--- src/rtl/ee_cmd_pkg.sv ---
// Shared command codes and helpers for the EEPROM byte command engine.
// Assumes 4-bit command codes and one bus bit per four-quarter slot.
package ee_cmd_pkg;

    typedef enum logic [3:0] {
        OP_HALT    = 4'b0000,
        OP_RD_ACK  = 4'b0010,
        OP_WR      = 4'b0011,
        OP_STOP    = 4'b0101,
        OP_RD_LAST = 4'b0110,
        OP_START   = 4'b1001
    } op_e;

    localparam int BYTE_BITS  = 8;
    localparam int SLOT_W     = 4;
    localparam logic [SLOT_W-1:0] ACK_SLOT = SLOT_W'(BYTE_BITS);

    // True for the six defined command codes.
    function automatic logic op_is_valid(input logic [3:0] code);
        return (code == OP_HALT) || (code == OP_RD_ACK) || (code == OP_WR) ||
               (code == OP_STOP) || (code == OP_RD_LAST) || (code == OP_START);
    endfunction

    // Index of the final slot of a command.
    function automatic logic [SLOT_W-1:0] op_last_slot(input op_e op);
        return (op == OP_START || op == OP_STOP) ? '0 : ACK_SLOT;
    endfunction

    // True for both receive commands.
    function automatic logic op_is_read(input op_e op);
        return (op == OP_RD_ACK) || (op == OP_RD_LAST);
    endfunction

endpackage

--- src/rtl/ee_qtr_timer.sv ---
// Quarter-period divider: pulses tick once every QTR_CYCLES clocks.
// Assumes QTR_CYCLES >= 1; the counter runs freely out of reset.
module ee_qtr_timer #(
    parameter int QTR_CYCLES = 25
) (
    input  logic clk,
    input  logic rst_n,
    output logic tick
);
    generate
        if (QTR_CYCLES <= 1) begin : g_every
            assign tick = 1'b1;
        end else begin : g_div
            localparam int CW = $clog2(QTR_CYCLES);
            localparam logic [CW-1:0] LAST = CW'(QTR_CYCLES - 1);
            logic [CW-1:0] cnt;

            // Count clocks within one quarter period.
            always_ff @(posedge clk) begin
                if (!rst_n) cnt <= '0;
                else        cnt <= (cnt == LAST) ? '0 : cnt + 1'b1;
            end

            assign tick = (cnt == LAST);
        end
    endgenerate
endmodule

--- src/rtl/ee_sda_drive.sv ---
// Decides whether the data line is pulled low in the current quarter.
// Assumes q counts quarters 0..3 of a slot, quarters 2 and 3 with clock high.
module ee_sda_drive
    import ee_cmd_pkg::*;
(
    input  logic                active,
    input  op_e                 op,
    input  logic [1:0]          q,
    input  logic [SLOT_W-1:0]   slot,
    input  logic [7:0]          txd,
    input  logic                hold_low,
    output logic                sda_low
);
    // Select the pull-low level from command, slot and quarter.
    always_comb begin
        sda_low = hold_low;
        if (active) begin
            unique case (op)
                OP_START:   sda_low = (q == 2'd3);
                OP_STOP:    sda_low = (q != 2'd3);
                OP_WR:      sda_low = (slot < ACK_SLOT) ? !txd[3'd7 - slot[2:0]] : 1'b0;
                OP_RD_ACK:  sda_low = (slot == ACK_SLOT);
                OP_RD_LAST: sda_low = 1'b0;
                default:    sda_low = hold_low;
            endcase
        end
    end
endmodule

--- src/rtl/ee_rx_capture.sv ---
// Shift register for received bits and the acknowledge flag.
// Assumes the strobes are single-cycle pulses in the sampling quarter.
module ee_rx_capture (
    input  logic       clk,
    input  logic       rst_n,
    input  logic       shift_en,
    input  logic       ack_en,
    input  logic       sda_i,
    output logic [7:0] rx_byte,
    output logic       ack_bit
);
    // Shift in one data bit, MSB arrives first.
    always_ff @(posedge clk) begin
        if (!rst_n)        rx_byte <= '0;
        else if (shift_en) rx_byte <= {rx_byte[6:0], sda_i};
    end

    // Hold the slave's answer from the ninth transmit slot.
    always_ff @(posedge clk) begin
        if (!rst_n)      ack_bit <= 1'b0;
        else if (ack_en) ack_bit <= sda_i;
    end
endmodule

--- src/rtl/ee_byte_master.sv ---
// Two-wire bus master run one primitive per command code.
// Commands start on the next slot boundary; the clock free-runs between
// commands until the halt code parks it high. Assumes sda_i is synchronous.
module ee_byte_master
    import ee_cmd_pkg::*;
#(
    parameter int QTR_CYCLES = 25
) (
    input  logic       clk,
    input  logic       rst_n,
    input  logic       cmd_we,
    input  logic [3:0] cmd_code,
    input  logic [7:0] tx_byte,
    input  logic       err_clear,
    input  logic       sda_i,
    output logic       busy,
    output logic       error,
    output logic [7:0] rx_byte,
    output logic       ack_bit,
    output logic       scl_o,
    output logic       sda_oe
);
    logic              tick;
    logic [1:0]        q;
    logic              running;
    logic              active;
    op_e               op;
    logic [SLOT_W-1:0] slot;
    logic [7:0]        txd;
    logic              hold_low;
    logic              sda_low;
    logic              boundary, fin, launch, run_nxt, accept;
    logic              smp_rx, smp_ack;

    ee_qtr_timer #(.QTR_CYCLES(QTR_CYCLES)) i_timer (
        .clk(clk), .rst_n(rst_n), .tick(tick)
    );

    ee_sda_drive i_drive (
        .active(active), .op(op), .q(q), .slot(slot), .txd(txd),
        .hold_low(hold_low), .sda_low(sda_low)
    );

    ee_rx_capture i_cap (
        .clk(clk), .rst_n(rst_n), .shift_en(smp_rx), .ack_en(smp_ack),
        .sda_i(sda_i), .rx_byte(rx_byte), .ack_bit(ack_bit)
    );

    // Slot boundary events and the clock state for the next slot.
    always_comb begin
        boundary = tick && (q == 2'd3);
        fin      = boundary && active && (slot == op_last_slot(op));
        launch   = boundary && busy && !active;
        run_nxt  = launch ? (op != OP_HALT) : running;
        accept   = cmd_we && !busy;
        smp_rx   = tick && (q == 2'd2) && active && op_is_read(op) && (slot < ACK_SLOT);
        smp_ack  = tick && (q == 2'd2) && active && (op == OP_WR) && (slot == ACK_SLOT);
    end

    // Quarter position and whether the bus clock is running.
    always_ff @(posedge clk) begin
        if (!rst_n) begin
            q       <= 2'd3;
            running <= 1'b0;
        end else if (tick) begin
            running <= run_nxt;
            q       <= (q == 2'd3) ? (run_nxt ? 2'd0 : 2'd3) : q + 2'd1;
        end
    end

    // Command acceptance, slot sequencing and completion.
    always_ff @(posedge clk) begin
        if (!rst_n) begin
            busy     <= 1'b0;
            active   <= 1'b0;
            op       <= OP_HALT;
            slot     <= '0;
            txd      <= '0;
            hold_low <= 1'b0;
        end else begin
            if (fin) begin
                active   <= 1'b0;
                busy     <= 1'b0;
                hold_low <= sda_low;
            end else if (boundary && active) begin
                slot <= slot + 1'b1;
            end
            if (launch) begin
                if (op == OP_HALT) begin
                    busy <= 1'b0;
                end else begin
                    active <= 1'b1;
                    slot   <= '0;
                end
            end
            if (accept && op_is_valid(cmd_code)) begin
                busy <= 1'b1;
                op   <= op_e'(cmd_code);
                txd  <= tx_byte;
            end
        end
    end

    // Error flag: set by undefined codes, cleared by valid codes or software.
    always_ff @(posedge clk) begin
        if (!rst_n)                                   error <= 1'b0;
        else if (accept && !op_is_valid(cmd_code))    error <= 1'b1;
        else if (accept || err_clear)                 error <= 1'b0;
    end

    assign scl_o  = q[1];
    assign sda_oe = sda_low;

    // a stopped clock is parked high.
    p_park_high_r6: assert property (@(posedge clk) disable iff (!rst_n)
        !running |-> scl_o);

    // an undefined code raises error and starts nothing.
    p_bad_code_r7: assert property (@(posedge clk) disable iff (!rst_n)
        (cmd_we && !busy && !op_is_valid(cmd_code)) |=> (error && !busy));

    // writes during busy leave the error flag alone.
    p_busy_ignore_r8: assert property (@(posedge clk) disable iff (!rst_n)
        (busy && cmd_we && !err_clear) |=> (error == $past(error)));

    // an accepted valid code clears error and raises busy.
    p_valid_clears_r9: assert property (@(posedge clk) disable iff (!rst_n)
        (cmd_we && !busy && op_is_valid(cmd_code)) |=> (busy && !error));

    // data moves under a high clock only inside START or STOP.
    p_sda_hi_r10: assert property (@(posedge clk) disable iff (!rst_n)
        (scl_o && $past(scl_o) && (sda_oe != $past(sda_oe)))
            |-> (active && (op == OP_START || op == OP_STOP)));
endmodule

--- config.mk ---
export PLATFORM = sky130hd
export DESIGN_NAME = ee_byte_master
export DESIGN_NICKNAME = d
export VERILOG_FILES = /design/src/rtl/ee_cmd_pkg.sv /design/src/rtl/ee_qtr_timer.sv /design/src/rtl/ee_sda_drive.sv /design/src/rtl/ee_rx_capture.sv /design/src/rtl/ee_byte_master.sv
export SDC_FILE = /design/constraint.sdc
export NUM_CORES = 1
export LEC_CHECK = 0
export BUFFER_PORTS_ARGS = -buffer_cell sky130_fd_sc_hd__clkbuf_2
export CAP_MARGIN = 20
export CORE_MARGIN = 5
export CORE_UTILIZATION = 40
export DETAILED_ROUTE_END_ITERATION = 8
export GPL_TIMING_DRIVEN = 0
export HOLD_SLACK_MARGIN = 0.1
export PLACE_DENSITY = 0.72
export SYNTH_ARGS = -nofsm -noshare
export SYNTH_HDL_FRONTEND = slang
export SYNTH_SLANG_ARGS = --single-unit
--- constraint.sdc ---
create_clock -name clk -period 2.5 [get_ports clk]
set_clock_uncertainty 0.05 [all_clocks]
set_input_delay 0.5 -clock clk [delete_from_list [all_inputs] [get_ports clk]]
set_output_delay 0.5 -clock clk [all_outputs]
set_load 0.05 [all_outputs]
; Yosys cells after proc, flatten, opt, wreduce, memory -nomap -nowiden
; Cells that the tools add are included.
[op_classes]
add_sub_neg = 4
n_lt_le_gt_ge = 2
eq_ne = 16
n_mux = 22
bitwise_logic = 1
reduce_logical = 31
[ops]
columns = op, count
row1 = 4-bit 2-to-1 mux, 5
row2 = 4-bit by 2-bit == test with 1-bit output (second input constant), 4
row3 = 4-bit by 3-bit == test with 1-bit output (second input constant), 4
row4 = 1-bit logical AND, 14
row5 = 1-bit 2-to-1 mux, 13
row6 = 4-bit == test (second input constant), 3
row7 = 4-bit logical NOT, 2
row8 = 1-bit logical OR, 8
row9 = 5-bit by 1-bit adder with 5-bit output (second input constant), 1
row10 = 5-bit == test (second input constant), 1
row11 = 1-bit one-hot mux with 5 select lines, 1
row12 = 4-bit by 1-bit adder with 4-bit output (second input constant), 1
row13 = 2-bit == test (second input constant), 2
row14 = 4-bit == test, 1
row15 = 1-bit logical NOT, 4
row16 = 3-bit by 4-bit less-than comparator with 1-bit output (second input constant), 1
row17 = 4-bit less-than comparator (second input constant), 1
row18 = 2-bit 2-to-1 mux, 2
row19 = 4-bit nonzero test, 1
row20 = 1-bit binary-select mux with 3-bit select, 1
row21 = 3-bit subtractor (first input constant), 1
row22 = 2-bit by 1-bit adder with 2-bit output (second input constant), 1
row23 = 2-bit != test (second input constant), 1
row24 = 2-bit nonzero test, 1
row25 = other kinds (2), 2
[word_totals]
reg_bits = 37
out_inout_bits = 13
elab_cells = 88

; Logic depth before layout (Yosys ltp)
[logic_depth]
ltp_word = 9
ltp_mapped = 8
ltp_nobuf = 7

; Cells and area by module
; Synthesis repeated with hierarchy kept, for this count alone.
[unflattened]
hier_cells = 210
hier_area_um2 = 1973.1
[by_module_without_submodules]
columns = mod, instances, cells_per_inst, area_each_um2
row1 = ee_byte_master, 1, 140, 1181.1
row2 = ee_rx_capture, 1, 28, 337.8
row3 = ee_qtr_timer, 1, 23, 274.0
row4 = ee_sda_drive, 1, 19, 180.2

; Least setup slack after synthesis
; No wires, ideal clock.
[synth_path]
path_kind = register to output
startpoint = reg q[1]
endpoint = out sda_oe
t_arrival_ps = 1879
path_slack_ps = 71
stages_incl_launch_ff = 8
path_cell_list = dfxtp_1 ha_1 clkbuf_1 nand2_1 o22ai_1 a32oi_1 o21ai_1 o22a_1
[synth_between]
elab_chain_len = 3
word_cells_on_any_way = 4
[synth_lines]
columns = item, line
row1 = from (decl), ee_byte_master.sv:24  ; logic [1:0] q;
row2 = from (signal assigned), ee_byte_master.sv:67  ; q <= (q == 2'd3) ? (run_nxt ? 2'd0 : 2'd3) : q + 2'd1;
row3 = 2-bit != test or 2-bit == test (tied branches), "ee_sda_drive.sv:20, ee_sda_drive.sv:19"
row4 = 1-bit one-hot mux with 5 select lines (*), ee_sda_drive.sv:18  ; unique case (op)
row5 = 1-bit 2-to-1 mux (*), ee_sda_drive.sv:17  ; if (active) begin
row6 = to (decl), ee_byte_master.sv:21  ; output logic sda_oe
; Mark *: on every way between the ends. The rest lies on a longest branch, timed or not.

; Final worst setup path
[layout_path]
startpoint = reg op[3]
endpoint = out sda_oe
[layout_between]
elab_chain_len = 3
word_cells_on_any_way = 7
[layout_lines]
columns = item, line
row1 = from (decl), ee_byte_master.sv:27  ; op_e op;
row2 = from (signal assigned), ee_byte_master.sv:98  ; op <= op_e'(cmd_code);
row3 = "4-bit by 3-bit == test with 1-bit output, or another cell as far along", ee_sda_drive.sv:18
row4 = 1-bit one-hot mux with 5 select lines (*), ee_sda_drive.sv:18
row5 = 1-bit 2-to-1 mux (*), ee_sda_drive.sv:17
; Marked as above.

==> impl_results.md <==
- Status: finished, final reports clean
- Number of cells produced by synthesis: roughly 210
- Share of layout cells above drive strength 1: 0.244
- RSZ-0062 raised after global routing: no
- Async set or reset register ratio after synthesis: 0
- CP arrival: about 1900 ps
- PwrDens: between 500 and 600 nW/um^2
- DR pass1 iterations: 4
- Most common library cell in the layout ignoring fill and taps: dfxtp_1
- Clock slew at reported path FFs: 80 ps
- Drt via density: 5.27
- Seq/Total Area, Yosys: 0.394
- Yosys warnings: 0
- Initial antenna violation count: 0
- Worst Hold Class: input pin to register
- Core area: between 4000 and 5000 sq um
- CP Data Required Time: between 1500 and 2000 ps
- Max VDD drop: approximately 0.36 mV
- Setup Buffers After CTS: 0
- Post-Syn Area per Cell: just under 9 sq um
- Dpl cells: 294
- Die width: roughly 79 um
- Post-synth cell types: 53
- Worst setup SP type: register
- Post-Syn Area: ~1900 sq um
- Fin. max-slew vios: 0
- Pin count of the biggest net entering global routing: 13
- CTS tree: yes
- Worst slew pin tran: roughly 710 ps
- IO Count: 30
- Total grt overflow: 0
- Vias: ~1,600
- Fmax: approximately 0.41 GHz
- Crit-path max FO: 7
- Synthesized flop and latch total: 37
- Dpl hpwl: ~2900 um
- Drt total wl: slightly below 4000 um
- Clk buf depth: 2
- Final setup fails: 0
- Lkg Pwr: between 0.8 and 0.9 nW
- Max Cap Viol: 0
- Layout area overhead: 19.2%
- Final nets: 268
- Routability cong.: a little over 0.8
- Ranking of synthesized cells by area: dfxtp_1 39%, mux2i_1 7.5%, nor2_1 4.4%
- Antenna Nets Post-Route: 0
- Clock tree root buffer cell: clkbuf_8
- Final instance count without filler cells: 300
- Latest clock arrival within the worst-skew pair: 290 ps
- Port bufs: 29
- Hold slack: about 370 ps
- Wire length per cell: between 10 and 15 um
- Fin crit period: approximately 2400 ps
- CTS Sinks: 37
- Crit Path Class: register to primary output
- Global-route wire length before repair: between 6000 and 7000 um
- Initial drt markers: 89
- H-tree levels: 2
- Setup TNS: 0 ps
- Final hold violations: 0
- Inserted Diodes: 0
- Final Cycle Share: 0.966
- Number of remaining DRC errors: 0
- Yosys top cell area share: 0.394
- Leading area contributor after synthesis: dfxtp_1
- Standard-cell rows: 25
- Critical path capture point type: primary output
- Die Area: ~6200 sq um
- Die Ht: 78.5 um
- Syn_nets: roughly 230
- Synth Flop Type: dfxtp_1
- Global Route Usage Sum: 0.128
- Most frequent cells in the layout: 33 x dfxtp_1, 28 x clkbuf_2, 22 x nor2_1
- Total CTS buffers: 5
- Number of flops mapped to enable cells by yosys: 0
- Max transition margin: 0.522
- Starting Density: 0.406
- Vias in the first global route: 1,412
[area by class of cell]
class | instances | area, sq um
clock inverter | 2 | 37.5
clock buffer | 6 | 82.6
sequential | 37 | 746
timing repair buffer | 29 | 151
multi-input combinational | 154 | 1060
tap | 54 | 67.6
inverter | 9 | 33.8
fill | 464 | 2390
buffer | 9 | 60.1
[worst paths after layout]
check                                        end                  from  slack (ps)  depth (start not counted)
worst max-delay path                      sda_oe                 op[3]          80                          5
worst min-delay path                      txd[0]            tx_byte[0]         370                          3
worst max register to register  i_cap.rx_byte[7]  i_timer.g_div.cnt[0]         470                          8
worst min register to register            txd[5]                txd[5]         410                          2
[routing by layer]
metal | global-route usage | wire length (um) | up-vias
li1 | - | - | 812
met2 | 0.211 | 1840 | 29
met4 | 0.0420 | 73 | 0
met3 | 0.0310 | 123 | 7
met5 | 0 | 0 | -
met1 | 0.165 | 1870 | 732
[power breakdown]
part	switching (W)	total [W]	internal (W)
sequential	0.0000143	0.000622	0.000608
combinational	0.0000766	0.000130	0.0000535
clock	0.000221	0.000545	0.000324
total	0.000312	0.00130	0.000985
[state kept, by name, summed over array words and instances (netlist names)]
| name | flops |
|---|---|
| i_cap.rx_byte | 8 |
| txd | 8 |
| i_timer.g_div.cnt | 5 |
| op | 4 |
| slot | 4 |
| q | 2 |
| active | 1 |
| busy | 1 |
| error | 1 |
| hold_low | 1 |
| i_cap.ack_bit | 1 |
| running | 1 |
[worst max-delay path: stages (launching register included)]
cell,delay (ps)
dfxtp_2,360
nand2b_2,230
or4_1,490
o21ai_1,130
o22a_1,190
buf_6,170
[kinds of logic after synthesis]
logic type               synth area share
XOR/XNOR                           0.0326
adder cells (fa/ha/maj)            0.0399
buffers and inverters              0.0539
multiplexers                       0.0985
flip-flops                          0.394
AO/OA/AOI/OAI                       0.128
AND/OR/NAND/NOR                     0.253
[through the flow]
step	total power, W	instance area [sq um]	worst slack (ps)	util
final	0.00130	2240	84.4	0.484
after global routing	0.00135	2240	3.39	0.484
after CTS	0.00130	2210	16.4	0.478
after detailed placement	0.000763	2090	176	0.452
after global placement	0.000760	2090	186	0.452
after floorplan	0.000722	1880	70.7	-
[cell usage after synthesis, types with 2 or more instances]
cell,instances
nor2b_1,5
clkbuf_1,5
nand2_1,19
mux4_2,2
xnor2_1,2
nor2_1,22
or3_1,2
or4_1,3
nand3b_1,2
a21oi_1,6
xor2_1,5
buf_6,2
nor4b_1,2
buf_2,2
nand2b_1,6
nand3_1,13
mux2i_1,14
ha_1,6
o21ai_1,3
a31oi_1,2
inv_1,8
o21ai_0,13
dfxtp_1,37
[repair_timing]
item,CTS,global route
endpoints found under the hold margin,0,0
gates cloned,0,0
endpoints found under the setup margin,1,1
hold buffers,0,0
resized for setup,2,11
No activity file was read; power rests on OpenSTA's default activity.
